File: src/rtl/ewadd_pkg.sv
package ewadd_pkg;

  typedef enum logic [1:0] {
    EW_8    = 2'd0,
    EW_16   = 2'd1,
    EW_32   = 2'd2,
    EW_FULL = 2'd3
  } ew_e;

  typedef enum logic [1:0] {
    SAT_OFF  = 2'd0,
    SAT_SGN  = 2'd1,
    SAT_UNS  = 2'd2,
    SAT_OFF2 = 2'd3
  } sat_e;

  typedef struct packed {
    logic lt;
    logic gt;
    logic eq;
    logic so;
  } cond_t;

endpackage

File: src/rtl/ewadd_core.sv
module ewadd_core #(
  parameter int DATA_W = 64,
  localparam int XW = DATA_W + 2,
  localparam int LW = $clog2(DATA_W) + 1
) (
  input  logic [DATA_W-1:0] a,
  input  logic [DATA_W-1:0] b,
  input  logic              carry_in,
  input  logic              use_carry,
  input  logic [1:0]        ew,
  input  logic              op_signed,
  output logic [XW-1:0]     exact,
  output logic              carry_out,
  output logic [DATA_W-1:0] lane_mask,
  output logic [LW-1:0]     lane_w
);

  // lane width: DATA_W/8, /4, /2, /1
  function automatic logic [LW-1:0] lane_bits(input logic [1:0] e);
    logic [LW:0] full;
    full = (LW+1)'(DATA_W);
    return LW'(full >> (2'd3 - e));
  endfunction

  function automatic logic [DATA_W-1:0] make_mask(input logic [LW-1:0] w);
    logic [DATA_W-1:0] m;
    for (int i = 0; i < DATA_W; i++) m[i] = (i < int'(w));
    return m;
  endfunction

  // extend a lane value to XW bits, by sign or by zero
  function automatic logic [XW-1:0] widen(input logic [DATA_W-1:0] v,
                                          input logic [DATA_W-1:0] m,
                                          input logic [LW-1:0] w,
                                          input logic sgn);
    logic [XW-1:0] r;
    logic          fill;
    fill = sgn & v[w - LW'(1)];
    r = {2'b00, v & m};
    for (int i = 0; i < XW; i++)
      if (i >= int'(w)) r[i] = fill;
    return r;
  endfunction

  logic              cin_eff;
  logic [DATA_W:0]   usum;
  logic [XW-1:0]     a_x, b_x;

  always_comb begin
    lane_w    = lane_bits(ew);
    lane_mask = make_mask(lane_w);
    cin_eff   = carry_in & use_carry;
    usum      = {1'b0, op_lane(a)} + {1'b0, op_lane(b)} + (DATA_W+1)'(cin_eff);
    carry_out = usum[lane_w];
    a_x       = widen(a, lane_mask, lane_w, op_signed);
    b_x       = widen(b, lane_mask, lane_w, op_signed);
    exact     = a_x + b_x + XW'(cin_eff);
  end

  function automatic logic [DATA_W-1:0] op_lane(input logic [DATA_W-1:0] v);
    return v & lane_mask;
  endfunction

endmodule

File: src/rtl/ewadd_sat.sv
module ewadd_sat
  import ewadd_pkg::*;
#(
  parameter int DATA_W = 64,
  localparam int XW = DATA_W + 2,
  localparam int LW = $clog2(DATA_W) + 1
) (
  input  logic [XW-1:0]     exact,
  input  logic [DATA_W-1:0] lane_mask,
  input  logic [LW-1:0]     lane_w,
  input  logic [1:0]        sat_sel,
  input  logic              op_signed,
  output logic [DATA_W-1:0] res,
  output logic              ovf
);

  // bounds of the target range as XW-bit signed values
  function automatic logic [XW-1:0] upper_bound(input logic tsg, input logic [LW-1:0] w);
    logic [XW-1:0] one;
    one = XW'(1);
    return tsg ? (one << (w - LW'(1))) - one : (one << w) - one;
  endfunction

  function automatic logic [XW-1:0] lower_bound(input logic tsg, input logic [LW-1:0] w);
    logic [XW-1:0] one;
    one = XW'(1);
    return tsg ? -(one << (w - LW'(1))) : '0;
  endfunction

  sat_e          mode;
  logic          tgt_signed;
  logic          clamp_en;
  logic [XW-1:0] hi, lo, fin;
  logic          above, below;

  always_comb begin
    mode       = sat_e'(sat_sel);
    tgt_signed = (mode == SAT_SGN) || ((mode != SAT_UNS) && op_signed);
    clamp_en   = (mode == SAT_SGN) || (mode == SAT_UNS);
    hi         = upper_bound(tgt_signed, lane_w);
    lo         = lower_bound(tgt_signed, lane_w);
    above      = $signed(exact) > $signed(hi);
    below      = $signed(exact) < $signed(lo);
    ovf        = above | below;
    fin        = exact;
    if (clamp_en && above) fin = hi;
    if (clamp_en && below) fin = lo;
    res        = fin[DATA_W-1:0] & lane_mask;
  end

endmodule

File: src/rtl/ewadd_flags.sv
module ewadd_flags
  import ewadd_pkg::*;
#(
  parameter int DATA_W = 64,
  localparam int LW = $clog2(DATA_W) + 1
) (
  input  logic [DATA_W-1:0] res,
  input  logic [LW-1:0]     lane_w,
  input  logic              ovf,
  input  logic              rec_en,
  output logic [3:0]        cond
);

  cond_t c;
  logic  neg, zero;

  always_comb begin
    neg  = res[lane_w - LW'(1)];
    zero = (res == '0);
    c.lt = neg;
    c.gt = !neg && !zero;
    c.eq = zero;
    c.so = ovf;
    cond = rec_en ? c : 4'b0000;
  end

endmodule

File: src/rtl/ew_sat_adder.sv
module ew_sat_adder
  import ewadd_pkg::*;
#(
  parameter int DATA_W  = 64,
  parameter bit REG_OUT = 1'b1,
  localparam int XW = DATA_W + 2,
  localparam int LW = $clog2(DATA_W) + 1
) (
  input  logic              clk,
  input  logic              rst_n,
  input  logic [63:0]       op_a,
  input  logic [63:0]       op_b,
  input  logic              carry_in,
  input  logic              use_carry,
  input  logic [1:0]        ew_sel,
  input  logic              op_signed,
  input  logic [1:0]        sat_sel,
  input  logic              rec_en,
  output logic [63:0]       result,
  output logic              carry_out,
  output logic              overflow,
  output logic [3:0]        cond
);

  logic [XW-1:0]     exact;
  logic              c_co;
  logic [DATA_W-1:0] lane_mask;
  logic [LW-1:0]     lane_w;
  logic [DATA_W-1:0] c_res;
  logic              c_ovf;
  logic [3:0]        c_cond;

  ewadd_core #(.DATA_W(DATA_W)) u_core (
    .a(op_a[DATA_W-1:0]), .b(op_b[DATA_W-1:0]), .carry_in(carry_in),
    .use_carry(use_carry), .ew(ew_sel), .op_signed(op_signed),
    .exact(exact), .carry_out(c_co), .lane_mask(lane_mask), .lane_w(lane_w)
  );

  ewadd_sat #(.DATA_W(DATA_W)) u_sat (
    .exact(exact), .lane_mask(lane_mask), .lane_w(lane_w),
    .sat_sel(sat_sel), .op_signed(op_signed), .res(c_res), .ovf(c_ovf)
  );

  ewadd_flags #(.DATA_W(DATA_W)) u_flags (
    .res(c_res), .lane_w(lane_w), .ovf(c_ovf), .rec_en(rec_en), .cond(c_cond)
  );

  generate
    if (REG_OUT) begin : g_reg
      always_ff @(posedge clk or negedge rst_n) begin
        if (!rst_n) begin
          result    <= '0;
          carry_out <= 1'b0;
          overflow  <= 1'b0;
          cond      <= '0;
        end else begin
          result    <= 64'(c_res);
          carry_out <= c_co;
          overflow  <= c_ovf;
          cond      <= c_cond;
        end
      end
    end else begin : g_comb
      always_comb begin
        result    = 64'(c_res);
        carry_out = c_co;
        overflow  = c_ovf;
        cond      = c_cond;
      end
    end
  endgenerate

  // nothing of the sum leaks above the lane
  p_upper_clear_r1: assert property (@(posedge clk) disable iff (!rst_n)
    (c_res & ~lane_mask) == '0);

  // an in-range sum passes the clamp stage untouched
  p_inrange_pass_r5: assert property (@(posedge clk) disable iff (!rst_n)
    !c_ovf |-> c_res == (exact[DATA_W-1:0] & lane_mask));

  // unsigned clamp floors a negative exact sum at zero
  p_uns_floor_r7: assert property (@(posedge clk) disable iff (!rst_n)
    (sat_sel == SAT_UNS && exact[XW-1]) |-> c_res == '0);

  // signed clamp of a positive overflow never yields a negative lane
  p_sgn_top_r6: assert property (@(posedge clk) disable iff (!rst_n)
    (sat_sel == SAT_SGN && c_ovf && !exact[XW-1]) |-> !c_res[lane_w - LW'(1)]);

  // one relation to zero is reported
  p_one_rel_r8: assert property (@(posedge clk) disable iff (!rst_n)
    rec_en |-> $onehot(c_cond[3:1]));

  // SO follows this operation's overflow; field silent without record
  p_so_now_r9: assert property (@(posedge clk) disable iff (!rst_n)
    rec_en |-> c_cond[0] == c_ovf);
  p_quiet_r9: assert property (@(posedge clk) disable iff (!rst_n)
    !rec_en |-> c_cond == 4'b0000);

endmodule

File: config.mk
export PLATFORM = sky130hd
export DESIGN_NAME = ew_sat_adder
export DESIGN_NICKNAME = d
export VERILOG_FILES = /design/src/rtl/ewadd_pkg.sv /design/src/rtl/ewadd_core.sv /design/src/rtl/ewadd_sat.sv /design/src/rtl/ewadd_flags.sv /design/src/rtl/ew_sat_adder.sv
export SDC_FILE = /design/constraint.sdc
export NUM_CORES = 1
export LEC_CHECK = 0
export CAP_MARGIN = 20
export CORE_MARGIN = 10
export CORE_UTILIZATION = 60
export DETAILED_ROUTE_END_ITERATION = 16
export DONT_BUFFER_PORTS = 1
export MAX_ROUTING_LAYER = met4
export PLACE_DENSITY = 0.79
export SYNTH_ARGS = -nofsm -noshare
export SYNTH_HDL_FRONTEND = slang
export SYNTH_SLANG_ARGS = --single-unit
export TNS_END_PERCENT = 20
File: constraint.sdc
create_clock -name clk -period 0.8 [get_ports clk]
set_input_delay 0.16 -clock clk [delete_from_list [all_inputs] [get_ports clk]]
set_output_delay 0.16 -clock clk [all_outputs]
set_load 0.01 [all_outputs]
==> flow_results.xml, run 1 <==
<?xml version="1.0" encoding="UTF-8"?>
<metrics>
  <group name="status">
    <metric name="outcome" unit="">stopped before the end</metric>
    <metric name="stop_stage" unit="">global routing (5_1_grt)</metric>
    <metric name="first-error" unit="">[ERROR GRT-0232] Routing congestion too high. Check the congestion heatmap in the GUI.</metric>
  </group>
  <group name="global_route">
    <metric name="total_congestion_overflow" unit="">17</metric>
    <metric name="pin_count_of_the_biggest_net_entering_global_routing" unit="">71</metric>
    <metric name="global_route.usage.total" unit="%">71.8</metric>
    <metric name="antenna_found_initial" unit="">14</metric>
  </group>
  <group name="die">
    <metric name="initial_utilization" unit="%">60.9</metric>
    <metric name="die_height" unit="um">169</metric>
    <metric name="die_outline_width" unit="um">169</metric>
    <metric name="rows" unit="">54</metric>
    <metric name="num_io_pins" unit="">208</metric>
  </group>
  <group name="synthesis">
    <metric name="synth.ff_latch_count" unit="">70</metric>
    <metric name="synth-async-reset-ratio" unit="%">100</metric>
    <metric name="post-synth-top-area-fraction" unit="%">24.3</metric>
    <metric name="cells_taking_the_most_area_after_synthesis" unit="">ha_1, dfrtp_1, nand2_1</metric>
    <metric name="ys_seq_area_share" unit="%">13.2</metric>
    <metric name="post_synth_inst_count" unit="">1885</metric>
    <metric name="post_synth_instance_area" unit="mm^2">0.0133</metric>
    <metric name="number_of_distinct_library_cells_after_synthesis" unit="">87</metric>
    <metric name="number_of_warnings_issued_by_yosys" unit="">0</metric>
    <metric name="synth_enable_flop_cells" unit="">0</metric>
    <metric name="synth_top_cell_by_area" unit="">ha_1</metric>
    <metric name="avgSynthCellArea" unit="um^2">7.05</metric>
    <metric name="ys.flop_type" unit="">dfrtp_1</metric>
  </group>
  <group name="sta">
    <metric name="worst-ep-kind" unit="">register input</metric>
    <metric name="timing.grt.repair.worst_endpoint" unit="">cond[2]$_DFF_PN0_/D</metric>
  </group>
  <group name="placement">
    <metric name="place.detailed.hpwl" unit="um">44500</metric>
    <metric name="numPortBuffers" unit="">0</metric>
    <metric name="finalWeightedCongestion" unit="">1.07</metric>
  </group>
  <group name="clock_network">
    <metric name="cts.sinks" unit="">70</metric>
    <metric name="cts_buffer_depth" unit="">2</metric>
    <metric name="numCtsBuffers" unit="">9</metric>
    <metric name="h-tree-depth" unit="">3</metric>
    <metric name="clock_tree.root_cell" unit="">clkbuf_16</metric>
  </group>
</metrics>
synth_stat cells, drive strengths merged (13+ instances only):
master / n
a211oi: 23
a21o: 46
a21oi: 190
and2: 20
buf: 22
clkbuf: 49
dfrtp: 70
ha: 258
inv: 162
nand2: 329
nand2b: 29
nand3: 26
nand4: 62
nor2: 145
nor2b: 20
nor3: 45
nor4: 13
o211ai: 17
o21a: 19
o21ai: 88
o31ai: 13
or3: 17
xnor2: 28
xor2: 25
cells by family after synthesis:
kind of cell	count (synthesis)	synth area share [%]
simple gates	757	26.8
compound gates	494	24.0
fa+ha+maj	261	24.7
buf+inv	235	6.73
flops	70	13.2
xor+xnor	53	3.49
mux	13	1.02
other cells	2	0.0565
stage by stage:
step	utilization, %	worst slack [ns]	instances	instance area, um^2	hold slack [ns]
after global placement	83.1	-6.20	2659	18100	-0.134
after detailed placement	83.1	-6.50	2659	18100	-0.134
after floorplan	-	-5.89	1892	14000	-0.136
after CTS	89.3	-5.87	2717	19500	-0.475
per-layer routing:
layer  global-route usage [%]  GRT overflow
met3                     64.2             0
met1                     70.1             1
met2                     81.9             4
met5                        -             -
met4                     66.4            12
timing repair:
| item | in CTS |
|---|---|
| buffers inserted | 37 |
| setup endpoints to repair | 140 |
| gates cloned | 7 |
| endpoints found under the hold margin | 73 |
| hold buffers | 1 |
| pin swaps | 67 |
| gates resized for setup | 127 |
==> run 2, diff against run 1 <==
Settings changed: CORE_UTILIZATION 60 to 40, MAX_ROUTING_LAYER met4 to unset, PLACE_DENSITY 0.79 to unset, PLACE_DENSITY_LB_ADDON set to 0.15.
==> run 2 against run 1 <==
The flow now finishes, with violations (hold timing, setup timing). Synthesized cell count stayed put. Area after synthesis unchanged.
==> flow_results.xml, run 2 <==
<?xml version="1.0" encoding="UTF-8"?>
<metrics>
  <group name="sta">
    <metric name="min_period" unit="ns">6.71</metric>
    <metric name="layout_worst_path_cycle_share" unit="%">839</metric>
    <metric name="tightestPinTransition" unit="ns">0.640</metric>
    <metric name="hold_ws" unit="ns">-0.471</metric>
    <metric name="timing.final.max_slew_violations" unit="">0</metric>
    <metric name="timing.final.setup_violations" unit="">140</metric>
    <metric name="hold_vio_cnt_final" unit="">70</metric>
    <metric name="worst_slack" unit="ns">-5.91</metric>
    <metric name="grt_setup_unrepaired" unit="">true</metric>
    <metric name="max-slew-margin-rel" unit="%">56.9</metric>
    <metric name="maxClockFrequency" unit="MHz">149</metric>
  </group>
  <group name="clock_network">
    <metric name="cts_buffer_depth" unit="">2</metric>
    <metric name="cts_tree" unit="">done</metric>
    <metric name="numCtsBuffers" unit="">9</metric>
    <metric name="cts.hold.buffers_added" unit="">1</metric>
    <metric name="h-tree-depth" unit="">3</metric>
    <metric name="clk_pin_slew_worst_paths" unit="ns">0.06</metric>
    <metric name="cts.sinks" unit="">70</metric>
    <metric name="clock_tree.root_cell" unit="">clkbuf_16</metric>
  </group>
  <group name="synthesis">
    <metric name="post_synth_fa_ha_maj_area_fraction" unit="%">24.7</metric>
    <metric name="cells_taking_the_most_area_after_synthesis" unit="">ha_1, dfrtp_1, nand2_1</metric>
    <metric name="post_synth_xor_area_fraction" unit="%">3.49</metric>
    <metric name="post_synth_instance_area" unit="mm^2">0.0133</metric>
    <metric name="synth-async-reset-ratio" unit="%">100</metric>
    <metric name="synth_top_cell_by_area" unit="">ha_1</metric>
    <metric name="synth_compound_gate_area_share" unit="%">24.0</metric>
    <metric name="yosys-top-cells-count" unit="">nand2_1, ha_1, a21oi_1</metric>
    <metric name="synth_enable_flop_cells" unit="">0</metric>
    <metric name="ys.flop_type" unit="">dfrtp_1</metric>
    <metric name="post_synth_inst_count" unit="">1885</metric>
    <metric name="avgSynthCellArea" unit="um^2">7.05</metric>
    <metric name="number_of_warnings_issued_by_yosys" unit="">0</metric>
    <metric name="ys_seq_area_share" unit="%">13.2</metric>
    <metric name="number_of_distinct_library_cells_after_synthesis" unit="">87</metric>
    <metric name="leading_cell_type_by_number_of_instances_after_synthesis" unit="">nand2_1</metric>
    <metric name="post-synth-top-area-fraction" unit="%">24.3</metric>
    <metric name="synth_top_family_by_area" unit="">simple AND/OR/NAND/NOR gates</metric>
    <metric name="post_synth_mux_area_share" unit="%">1.02</metric>
    <metric name="synth_simple_gate_area_share" unit="%">26.8</metric>
    <metric name="synth.ff_latch_count" unit="">70</metric>
  </group>
  <group name="worst_setup_path">
    <metric name="cp_capture_point" unit="">cond[2]</metric>
    <metric name="cp_data_required_time" unit="ns">1.01</metric>
    <metric name="critical_path.slowest_cell" unit="">a2111oi_4</metric>
    <metric name="cpLargestDelayFamily" unit="">compound AO/OA/AOI/OAI gates</metric>
    <metric name="worst-path-stages" unit="">33</metric>
    <metric name="criticalPathCategory" unit="">in -&gt; reg</metric>
    <metric name="startpoint" unit="">ew_sel[0]</metric>
    <metric name="critical_path.endpoint_type" unit="">register</metric>
    <metric name="timing.critical_path.slowest_cell_delay" unit="ns">0.51</metric>
    <metric name="path_max_fanout" unit="">12</metric>
    <metric name="crit_arrival" unit="ns">6.93</metric>
    <metric name="cp.buffers_inverters" unit="">5</metric>
    <metric name="worst_setup_path_start_kind" unit="">input pin</metric>
  </group>
  <group name="cells_and_area">
    <metric name="final_cell_area" unit="mm^2">0.0202</metric>
    <metric name="largest_registers" unit="">result (64), cond (4)</metric>
    <metric name="multiInputGateArea" unit="mm^2">0.0121</metric>
    <metric name="areaGrowthSynthToFinish" unit="%">52.0</metric>
    <metric name="finish.net_count" unit="">2851</metric>
    <metric name="fillerInstances" unit="">3063</metric>
    <metric name="finish.utilization" unit="%">61.8</metric>
    <metric name="register_area" unit="mm^2">0.00175</metric>
    <metric name="largest_register_ff_count" unit="">64</metric>
    <metric name="largest_register" unit="">result</metric>
    <metric name="drive_above_1_share" unit="%">35.4</metric>
    <metric name="final_cell_mix" unit="">buf_4, nand2_1, ha_1</metric>
    <metric name="final_common_cell" unit="">buf_4</metric>
  </group>
  <group name="status">
    <metric name="outcome" unit="">complete, but fails checks</metric>
    <metric name="violations" unit="">hold timing, setup timing</metric>
  </group>
  <group name="route">
    <metric name="drt_first_pass_iters" unit="">5</metric>
    <metric name="drtIter0Drc" unit="">1016</metric>
    <metric name="remaining_design_rule_violation_count" unit="">0</metric>
    <metric name="via_count" unit="">15734</metric>
    <metric name="route.final.wire_length" unit="um">54900</metric>
    <metric name="detail_route.wl_per_cell" unit="um">18.9</metric>
    <metric name="vias_per_cell" unit="">5.43</metric>
    <metric name="drtAntennaViolNets" unit="">0</metric>
  </group>
  <group name="power">
    <metric name="internal-power" unit="uW">23100</metric>
    <metric name="clockPowerShare" unit="%">9.4</metric>
    <metric name="sequentialPowerShare" unit="%">13.8</metric>
    <metric name="power.combinational.fraction" unit="%">76.9</metric>
    <metric name="switchingPower" unit="uW">19800</metric>
    <metric name="power_density" unit="mW/mm^2">2120</metric>
    <metric name="worst_ir_drop_vdd" unit="mV">1.71</metric>
    <metric name="power.switching_fraction" unit="%">46.1</metric>
    <metric name="static-leakage-power" unit="uW">0.0108</metric>
  </group>
  <group name="global_route">
    <metric name="first_global_vias" unit="">15457</metric>
    <metric name="pin_count_of_the_biggest_net_entering_global_routing" unit="">71</metric>
    <metric name="antenna_found_initial" unit="">1</metric>
    <metric name="total_congestion_overflow" unit="">0</metric>
    <metric name="grt_pass1_wl" unit="um">83800</metric>
    <metric name="global_route.usage.total" unit="%">25.3</metric>
  </group>
  <group name="placement">
    <metric name="placed_area" unit="mm^2">0.0183</metric>
    <metric name="worst_slack_placed" unit="ns">-6.46</metric>
    <metric name="place.detailed.hpwl" unit="um">46200</metric>
    <metric name="numPortBuffers" unit="">0</metric>
    <metric name="finalWeightedCongestion" unit="">0.968</metric>
  </group>
  <group name="die">
    <metric name="die_height" unit="um">202</metric>
    <metric name="initial_utilization" unit="%">40.7</metric>
    <metric name="num_io_pins" unit="">208</metric>
    <metric name="core_area" unit="mm^2">0.0327</metric>
    <metric name="dieArea" unit="mm^2">0.0409</metric>
    <metric name="rows" unit="">66</metric>
    <metric name="die_outline_width" unit="um">202</metric>
  </group>
  <group name="min_path">
    <metric name="holdCritPathClass" unit="">in -&gt; async</metric>
  </group>
  <group name="flow_run">
    <metric name="cap_viol_max_count" unit="">0</metric>
  </group>
</metrics>
==> run 2: cell counts after synthesis <==
No cell type changed its count.
==> run 2: kinds of logic after synthesis <==
logic type,after synthesis
xor+xnor,53
buf+inv,235
compound gates,494
other cells,2
mux,13
simple gates,757
fa+ha+maj,261
flops,70
==> run 2: power groups by stage <==
| stage | Combinational [uW] | Sequential [uW] | Clock [uW] |
|---|---|---|---|
| 2_1_floorplan | 15900 | 5670 | 0 |
| 3_3_place_gp | 28000 | 5970 | 0 |
| 3_5_place_dp | 28500 | 6030 | 0 |
| 4_1_cts | 30200 | 5990 | 4080 |
| 5_1_grt | 35800 | 6050 | 4220 |
| 6_report | 33000 | 5900 | 4020 |
==> run 2: stage by stage <==
stage	power (uW)	setup TNS (ns)	std cells
floorplan	21600	-376.44	1892
finish	42900	-387.66	2900
global route	46100	-410.40	2899
CTS	40300	-380.73	2872
detailed placement	34500	-422.45	2824
global placement	34000	-413.43	2824
==> run 2: layer usage <==
layer / track usage (%) / vias up / wire, um
li1: - / 7860 / -
met1: 34.6 / 7409 / 25600
met2: 41.0 / 404 / 25000
met3: 2.85 / 61 / 2890
met4: 6.66 / 0 / 1370
met5: 0 / - / 0
==> run 2: what timing repair did <==
| item | CTS | global route |
|---|---|---|
| gates cloned | 4 | 2 |
| setup endpoints to repair | 140 | 140 |
| pin swaps | 33 | 78 |
| buffers inserted | 30 | 25 |
| gates resized for setup | 90 | 132 |
| hold endpoints to repair | 74 | 70 |
==> run 2: worst min path at each step <==
stage / from / endpoint / slack, ns / depth (start not counted)
after detailed placement: rst_n / result[11] / -0.13 / 0
final: rst_n / result[2] / -0.47 / 0
after CTS: rst_n / result[3] / -0.48 / 0
after global routing: rst_n / result[8] / -0.48 / 0
after floorplan: rst_n / carry_out / -0.14 / 0
after global placement: rst_n / result[11] / -0.13 / 0
==> run 2: area by class of cell <==
cell class,count,area share [%]
clock inverters,4,0.266
inverters,164,3.12
well taps,442,2.74
flip-flops and latches,70,8.67
diodes,1,0.0124
repair buffers,616,24.1
multi-input cells,1591,59.8
clock buffers,12,1.27
(Power assumes the default switching activity.)
